## src/rtl/sm_bridge_pkg.sv

```systemverilog
package sm_bridge_pkg;
  typedef enum logic [1:0] {SEQ_IDLE, SEQ_ISSUE, SEQ_WAIT, SEQ_DONE} seq_state_e;
  localparam int unsigned NUM_LANES = 4;
  localparam int unsigned CTRL_REQ  = 7;
  localparam int unsigned CTRL_GO   = 6;
  localparam int unsigned CTRL_DIR  = 5;
  localparam int unsigned IDX_CTRL  = 0;
  localparam int unsigned IDX_STEP  = 1;
  localparam int unsigned IDX_ADDR  = 2;
endpackage

```

## src/rtl/sm_bridge_arb.sv

```systemverilog
module sm_bridge_arb (
  input  logic clk,
  input  logic rst_n,
  input  logic req,
  input  logic peer_busy,
  output logic grant
);
  always_ff @(posedge clk) begin
    if (!rst_n)          grant <= 1'b0;
    else if (!req)       grant <= 1'b0;
    else if (!peer_busy) grant <= 1'b1;
  end
endmodule

```

## src/rtl/sm_bridge_seq.sv

```systemverilog
module sm_bridge_seq
  import sm_bridge_pkg::*;
(
  input  logic clk,
  input  logic rst_n,
  input  logic go,
  input  logic grant,
  input  logic dir_rd,
  input  logic mem_ready,
  input  logic mem_rvalid,
  output logic mem_valid,
  output logic mem_write,
  output logic advance,
  output logic latch,
  output logic clear_go,
  output logic idle
);
  seq_state_e state_q, state_d;
  logic       rd_q;

  always_comb begin
    state_d   = state_q;
    mem_valid = 1'b0;
    advance   = 1'b0;
    latch     = 1'b0;
    clear_go  = 1'b0;
    case (state_q)
      SEQ_IDLE: begin
        if (go) begin
          if (grant) state_d = SEQ_ISSUE;
          else       clear_go = 1'b1;
        end
      end
      SEQ_ISSUE: begin
        mem_valid = 1'b1;
        if (mem_ready) begin
          if (rd_q) state_d = SEQ_WAIT;
          else begin
            advance = 1'b1;
            state_d = SEQ_DONE;
          end
        end
      end
      SEQ_WAIT: begin
        if (mem_rvalid) begin
          latch   = 1'b1;
          advance = 1'b1;
          state_d = SEQ_DONE;
        end
      end
      SEQ_DONE: begin
        clear_go = 1'b1;
        state_d  = SEQ_IDLE;
      end
      default: state_d = SEQ_IDLE;
    endcase
  end

  always_ff @(posedge clk) begin
    if (!rst_n) begin
      state_q <= SEQ_IDLE;
      rd_q    <= 1'b0;
    end else begin
      state_q <= state_d;
      if (state_q == SEQ_IDLE && go && grant) rd_q <= dir_rd;
    end
  end

  assign mem_write = !rd_q;
  assign idle      = (state_q == SEQ_IDLE);
endmodule

```

## src/rtl/sm_bridge.sv

```systemverilog
module sm_bridge
  import sm_bridge_pkg::*;
#(
  parameter int unsigned ADDR_BYTES = 3,
  parameter int unsigned REG_AW     = 4
) (
  input  logic                        clk,
  input  logic                        rst_n,
  input  logic                        reg_we,
  input  logic [REG_AW-1:0]           reg_addr,
  input  logic [7:0]                  reg_wdata,
  output logic [7:0]                  reg_rdata,
  input  logic                        peer_busy,
  output logic                        bridge_grant,
  output logic                        mem_valid,
  input  logic                        mem_ready,
  output logic                        mem_write,
  output logic [NUM_LANES-1:0]        mem_be,
  output logic [8*ADDR_BYTES-1:0]     mem_addr,
  output logic [8*NUM_LANES-1:0]      mem_wdata,
  input  logic                        mem_rvalid,
  input  logic [8*NUM_LANES-1:0]      mem_rdata
);
  localparam int unsigned ADDR_W   = 8 * ADDR_BYTES;
  localparam int unsigned DATA_W   = 8 * NUM_LANES;
  localparam int unsigned IDX_DATA = IDX_ADDR + ADDR_BYTES;

  logic                 req_q, go_q, dir_q;
  logic [NUM_LANES-1:0] be_q;
  logic [7:0]           step_q;
  logic [ADDR_W-1:0]    addr_q;
  logic [DATA_W-1:0]    data_q;
  logic                 advance, latch, clear_go, seq_idle;
  logic                 ctrl_wr;

  assign ctrl_wr = reg_we && (reg_addr == REG_AW'(IDX_CTRL));

  sm_bridge_arb arb_i (
    .clk       (clk),
    .rst_n     (rst_n),
    .req       (req_q),
    .peer_busy (peer_busy),
    .grant     (bridge_grant)
  );

  sm_bridge_seq seq_i (
    .clk        (clk),
    .rst_n      (rst_n),
    .go         (go_q),
    .grant      (bridge_grant),
    .dir_rd     (dir_q),
    .mem_ready  (mem_ready),
    .mem_rvalid (mem_rvalid),
    .mem_valid  (mem_valid),
    .mem_write  (mem_write),
    .advance    (advance),
    .latch      (latch),
    .clear_go   (clear_go),
    .idle       (seq_idle)
  );

  // control and step registers
  always_ff @(posedge clk) begin
    if (!rst_n) begin
      req_q  <= 1'b0;
      go_q   <= 1'b0;
      dir_q  <= 1'b0;
      be_q   <= '0;
      step_q <= '0;
    end else begin
      if (ctrl_wr) begin
        req_q <= reg_wdata[CTRL_REQ];
        dir_q <= reg_wdata[CTRL_DIR];
        be_q  <= reg_wdata[NUM_LANES-1:0];
      end
      if (clear_go)                          go_q <= 1'b0;
      else if (ctrl_wr && reg_wdata[CTRL_GO]) go_q <= 1'b1;
      if (reg_we && reg_addr == REG_AW'(IDX_STEP)) step_q <= reg_wdata;
    end
  end

  // address registers: sequencer update wins over a software write
  always_ff @(posedge clk) begin
    if (!rst_n) begin
      addr_q <= '0;
    end else if (advance) begin
      addr_q <= addr_q + {{(ADDR_W-8){1'b0}}, step_q};
    end else begin
      for (int i = 0; i < ADDR_BYTES; i++) begin
        if (reg_we && reg_addr == REG_AW'(IDX_ADDR + i))
          addr_q[(ADDR_BYTES-1-i)*8 +: 8] <= reg_wdata;
      end
    end
  end

  // data registers: offset IDX_DATA holds the most significant lane
  always_ff @(posedge clk) begin
    if (!rst_n) begin
      data_q <= '0;
    end else if (latch) begin
      data_q <= mem_rdata;
    end else begin
      for (int i = 0; i < NUM_LANES; i++) begin
        if (reg_we && reg_addr == REG_AW'(IDX_DATA + i))
          data_q[(NUM_LANES-1-i)*8 +: 8] <= reg_wdata;
      end
    end
  end

  always_comb begin
    reg_rdata = 8'h00;
    if (reg_addr == REG_AW'(IDX_CTRL))
      reg_rdata = {req_q, go_q, dir_q, bridge_grant, be_q};
    if (reg_addr == REG_AW'(IDX_STEP))
      reg_rdata = step_q;
    for (int i = 0; i < ADDR_BYTES; i++)
      if (reg_addr == REG_AW'(IDX_ADDR + i))
        reg_rdata = addr_q[(ADDR_BYTES-1-i)*8 +: 8];
    for (int i = 0; i < NUM_LANES; i++)
      if (reg_addr == REG_AW'(IDX_DATA + i))
        reg_rdata = data_q[(NUM_LANES-1-i)*8 +: 8];
  end

  assign mem_addr  = addr_q;
  assign mem_wdata = data_q;
  assign mem_be    = be_q;
endmodule

```

## config.mk

```make
export PLATFORM = sky130hd
export DESIGN_NAME = sm_bridge
export DESIGN_NICKNAME = d
export VERILOG_FILES = /design/src/rtl/sm_bridge_pkg.sv /design/src/rtl/sm_bridge_arb.sv /design/src/rtl/sm_bridge_seq.sv /design/src/rtl/sm_bridge.sv
export SDC_FILE = /design/constraint.sdc
export NUM_CORES = 1
export LEC_CHECK = 0
export ABC_AREA = 1
export BUFFER_PORTS_ARGS = -buffer_cell sky130_fd_sc_hd__buf_2
export CAP_MARGIN = 0
export CORE_ASPECT_RATIO = 0.5
export CORE_UTILIZATION = 50
export DETAILED_ROUTE_END_ITERATION = 16
export GPL_ROUTABILITY_DRIVEN = 0
export PLACE_DENSITY = 0.83
export RECOVER_POWER = 50
export SLEW_MARGIN = 20
export SYNTH_ARGS = -nofsm -noshare
export SYNTH_HDL_FRONTEND = slang
export SYNTH_SLANG_ARGS = --single-unit
```

## constraint.sdc

```tcl
create_clock -name clk -period 2.1 [get_ports clk]
set_input_delay 0.315 -clock clk [delete_from_list [all_inputs] [get_ports clk]]
set_output_delay 0.315 -clock clk [all_outputs]
set_load 0.02 [all_outputs]
```

==> results by group <==
Cells and area
  – Area growth, synth to finish: 20.7%
  – Antenna diode count: 0
  – Fillers: 880
  – Storage element area: 0.00150 mm²
  – Number of nets in the finished design: 945
  – Share of layout cells above drive strength 1: 0.150
  – Area of combinational cells with multiple inputs: between 0.002 and 0.003 mm²

Clock tree
  – CTS Buffer Depth: 2
  – Clk root buf: clkbuf_16
  – Clock Sinks: between 70 and 80
  – Clock slew seen by the registers of the worst setup and hold paths: 0.06 ns
  – Cts hold-fix bufs: 0
  – Total CTS buffers: 9
  – Worst skew pair latency: 0.35 ns
  – H-Tree Depth: 3
  – CTS tree: built

STA
  – Number of pins exceeding their max-slew limit in the final report: 0
  – Final-report setup violation count: 0
  – Upper clock frequency limit: 0.496 GHz
  – RSZ-0062 raised after global routing: yes
  – Slew at the pin closest to its max-slew limit: 1.19 ns
  – Clock tree skew after final layout: 0.00485 ns
  – Worst slew margin relative to its limit: 0.205
  – Fin worst setup slack: 0.0856 ns
  – Final Hold Violating Endpoints: 0
  – Share of the clock period used by the worst path: 0.959
  – Minimum period implied by the final worst setup slack: 2.01 ns

Yosys
  – Most used flip-flop cell after synthesis: dfxtp_1
  – Syn avg cell area: 6.39 µm²
  – Biggest area consumer among synthesized cells: dfxtp_1
  – Most numerous cell types in the synthesized netlist: nand2_1 (211), nand3_1 (92), dfxtp_1 (75)
  – Cell Area, Synth: around 0.0049 mm²
  – #FFs+latches synth: 75
  – Number of instances in the synthesized netlist: 760
  – Number of flops mapped to enable cells by yosys: 0
  – Proportion of synthesized flip-flops having asynchronous set or reset: 0
  – Top cell type's share of synthesized area: 0.309
  – Dominant cell by count in the synthesized netlist: nand2_1
  – Area contributors post-synth: dfxtp_1 (31%), nand2_1 (16%), nand3_1 (9.5%), o21ai_0 (5.8%), inv_1 (5.6%)
  – Post-synth net total: between 800 and 900
  – Library cells used by synthesis: 37
  – YS warnings: 0
  – Sequential fraction of the synthesis area: 0.309

Placement
  – Detailed placement HPWL: 12.8 mm
  – Pre-CTS setup slack: 0.0605 ns
  – Number of buffers added on ports: 120

Power and ir drop
  – Leakage component of the power: 0.00253 µW
  – Total power density per cell area: 789 mW/mm²
  – Maximum vdd drop: about 0.00060 V
  – Final total power: 4620 µW

Routing
  – Via count: 6020
  – First-iteration detailed-routing DRC count: 663
  – Detailed-route wire length per cell: 17.0 µm
  – Count of nets left with antenna violations after detail routing: 0
  – Number of vias per cell after detailed routing: about 5.9
  – Post-route DRC violation count: 0
  – Drt first pass iters: 6
  – Drt total wl: around 17 mm

Floorplanning
  – Core footprint: 0.00907 mm²
  – Width of the die: 141 µm
  – Die area: approximately 0.01 mm²
  – Chip height: approximately 70 µm
  – Top Ports: 121
  – Effective utilization at floorplan: 0.535
  – Row count: 24

Worst setup path
  – Worst path cell trace: inv_1, o211ai_1, nor2_1, nand4_1, nand2_1, nand2_1, buf_2
  – Category of the worst setup path capture point: primary output
  – Worst R2R Setup Slack: 0.12 ns
  – Data required time at the worst endpoint: 1.78 ns
  – Logic depth of the worst register-to-register path: 12
  – Longest individual stage delay on the worst path: 0.51 ns
  – Startpoint type of the worst setup path: flop
  – Critical Path AT: ~1.7 ns
  – Crit path max fanout: 7
  – Critical path type: reg2out
  – Library cell contributing the largest single delay on the critical path: dfxtp_1
  – Cell occurring most often along the worst timing path: nand2_1

GRT
  – Initial antenna violation count: 0
  – Global route overflow: 0
  – Total GRT Usage: 0.346
  – First-pass GRT wire length: 27.0 mm
  – Largest net degree at the start of global routing: 34
  – Number of global-route vias before repair: around 5300

Outcome
  – Outcome: finished clean

Job
  – # Max-Cap Violations: 0

Worst hold path
  – Classification of the worst-slack hold path: in2reg
  – Count of cells along the worst hold path: 2
## area by class of cell
class | instances | share of cell area
Multi-Input combinational cell | 577 | 0.494
Clock inverter | 7 | 0.0143
Inverter | 79 | 0.0510
Tap cell | 130 | 0.0278
Sequential cell | 75 | 0.256
Clock buffer | 9 | 0.0384
Timing Repair Buffer | 140 | 0.118
## logic make-up (layout without fill, tap and decap cells)
| family | after synthesis | count (layout) | share of synthesized area |
|---|---|---|---|
| and+or+nand+nor | 402 | 402 | 0.372 |
| AOI/OAI and AO/OA | 162 | 162 | 0.186 |
| buffers and inverters | 108 | 235 | 0.0974 |
| DFF | 75 | 75 | 0.309 |
| adders and majority gates | 13 | 13 | 0.0351 |
## flip-flops by register name (all words and copies together) (netlist names)
name	count
arb_i.grant	1
mem_wdata	32
mem_be	4
go_q	1
mem_addr	24
req_q	1
step_q	8
seq_i.rd_q	1
seq_i.state_q	2
dir_q	1
## layer usage
layer	part of all wire	GRT usage	vias up
li1	-	-	2802
met1	0.40	0.454	2693
met2	0.41	0.519	437
met3	0.14	0.104	88
met4	0.049	0.174	0
met5	0	0	-
## cells in the final DEF (no fill, tap or decap), types with 12 or more instances in the layout
master | Yosys | routed
nor2_1 | 47 | 46
nand2_1 | 211 | 211
nand3_1 | 92 | 92
inv_1 | 72 | 72
a21oi_1 | 47 | 47
clkbuf_1 | 14 | 63
dfxtp_1 | 75 | 75
buf_2 | 6 | 58
o21ai_0 | 56 | 56
a31oi_1 | 39 | 39
buf_4 | 5 | 16
nand4_1 | 12 | 12
## where the power goes
group | internal (µW) | switching (µW) | leakage [µW] | total, µW
clock network | 946 | 698 | 0.000154 | 1640
registers | 1570 | 138 | 0.000608 | 1710
logic | 368 | 901 | 0.00177 | 1270
## what timing repair did
action	4_1_cts	5_1_grt
endpoints found under the setup margin	0	15
gates resized for setup	0	6
buffers inserted	0	1
## worst paths after layout
check / start / endpoint
max: mem_addr[16]$_SDFFE_PN0P_ / reg_rdata[0]
min: peer_busy / arb_i.grant$_SDFFE_PN0N_
max reg2reg: seq_i.state_q[1]$_SDFFE_PN0P_ / mem_addr[4]$_SDFFE_PN0P_
min reg2reg: req_q$_SDFFE_PN0P_ / arb_i.grant$_SDFFE_PN0N_
## worst max-delay path: cells and delay by family (launching register included)
family,cells,cell delay [ns]
flops,1,0.51
simple gates,4,0.32
buf+inv,2,0.31
compound gates,1,0.22
## stage by stage
| stage | instance area (µm²) | util | hold slack (ns) | setup TNS, ns | std cells |
|---|---|---|---|---|---|
| CTS | 5900 | 0.651 | 0.160 | 0 | 1016 |
| global placement | 5600 | 0.617 | 0.471 | 0 | 1000 |
| detailed placement | 5600 | 0.617 | 0.474 | 0 | 1000 |
| finish | 5860 | 0.646 | 0.173 | 0 | 1017 |
| global route | 5860 | 0.646 | 0.179 | -0.0580 | 1017 |
| floorplan | 4850 | - | 0.413 | 0 | 760 |
Power figures use the tool's default switching activity.
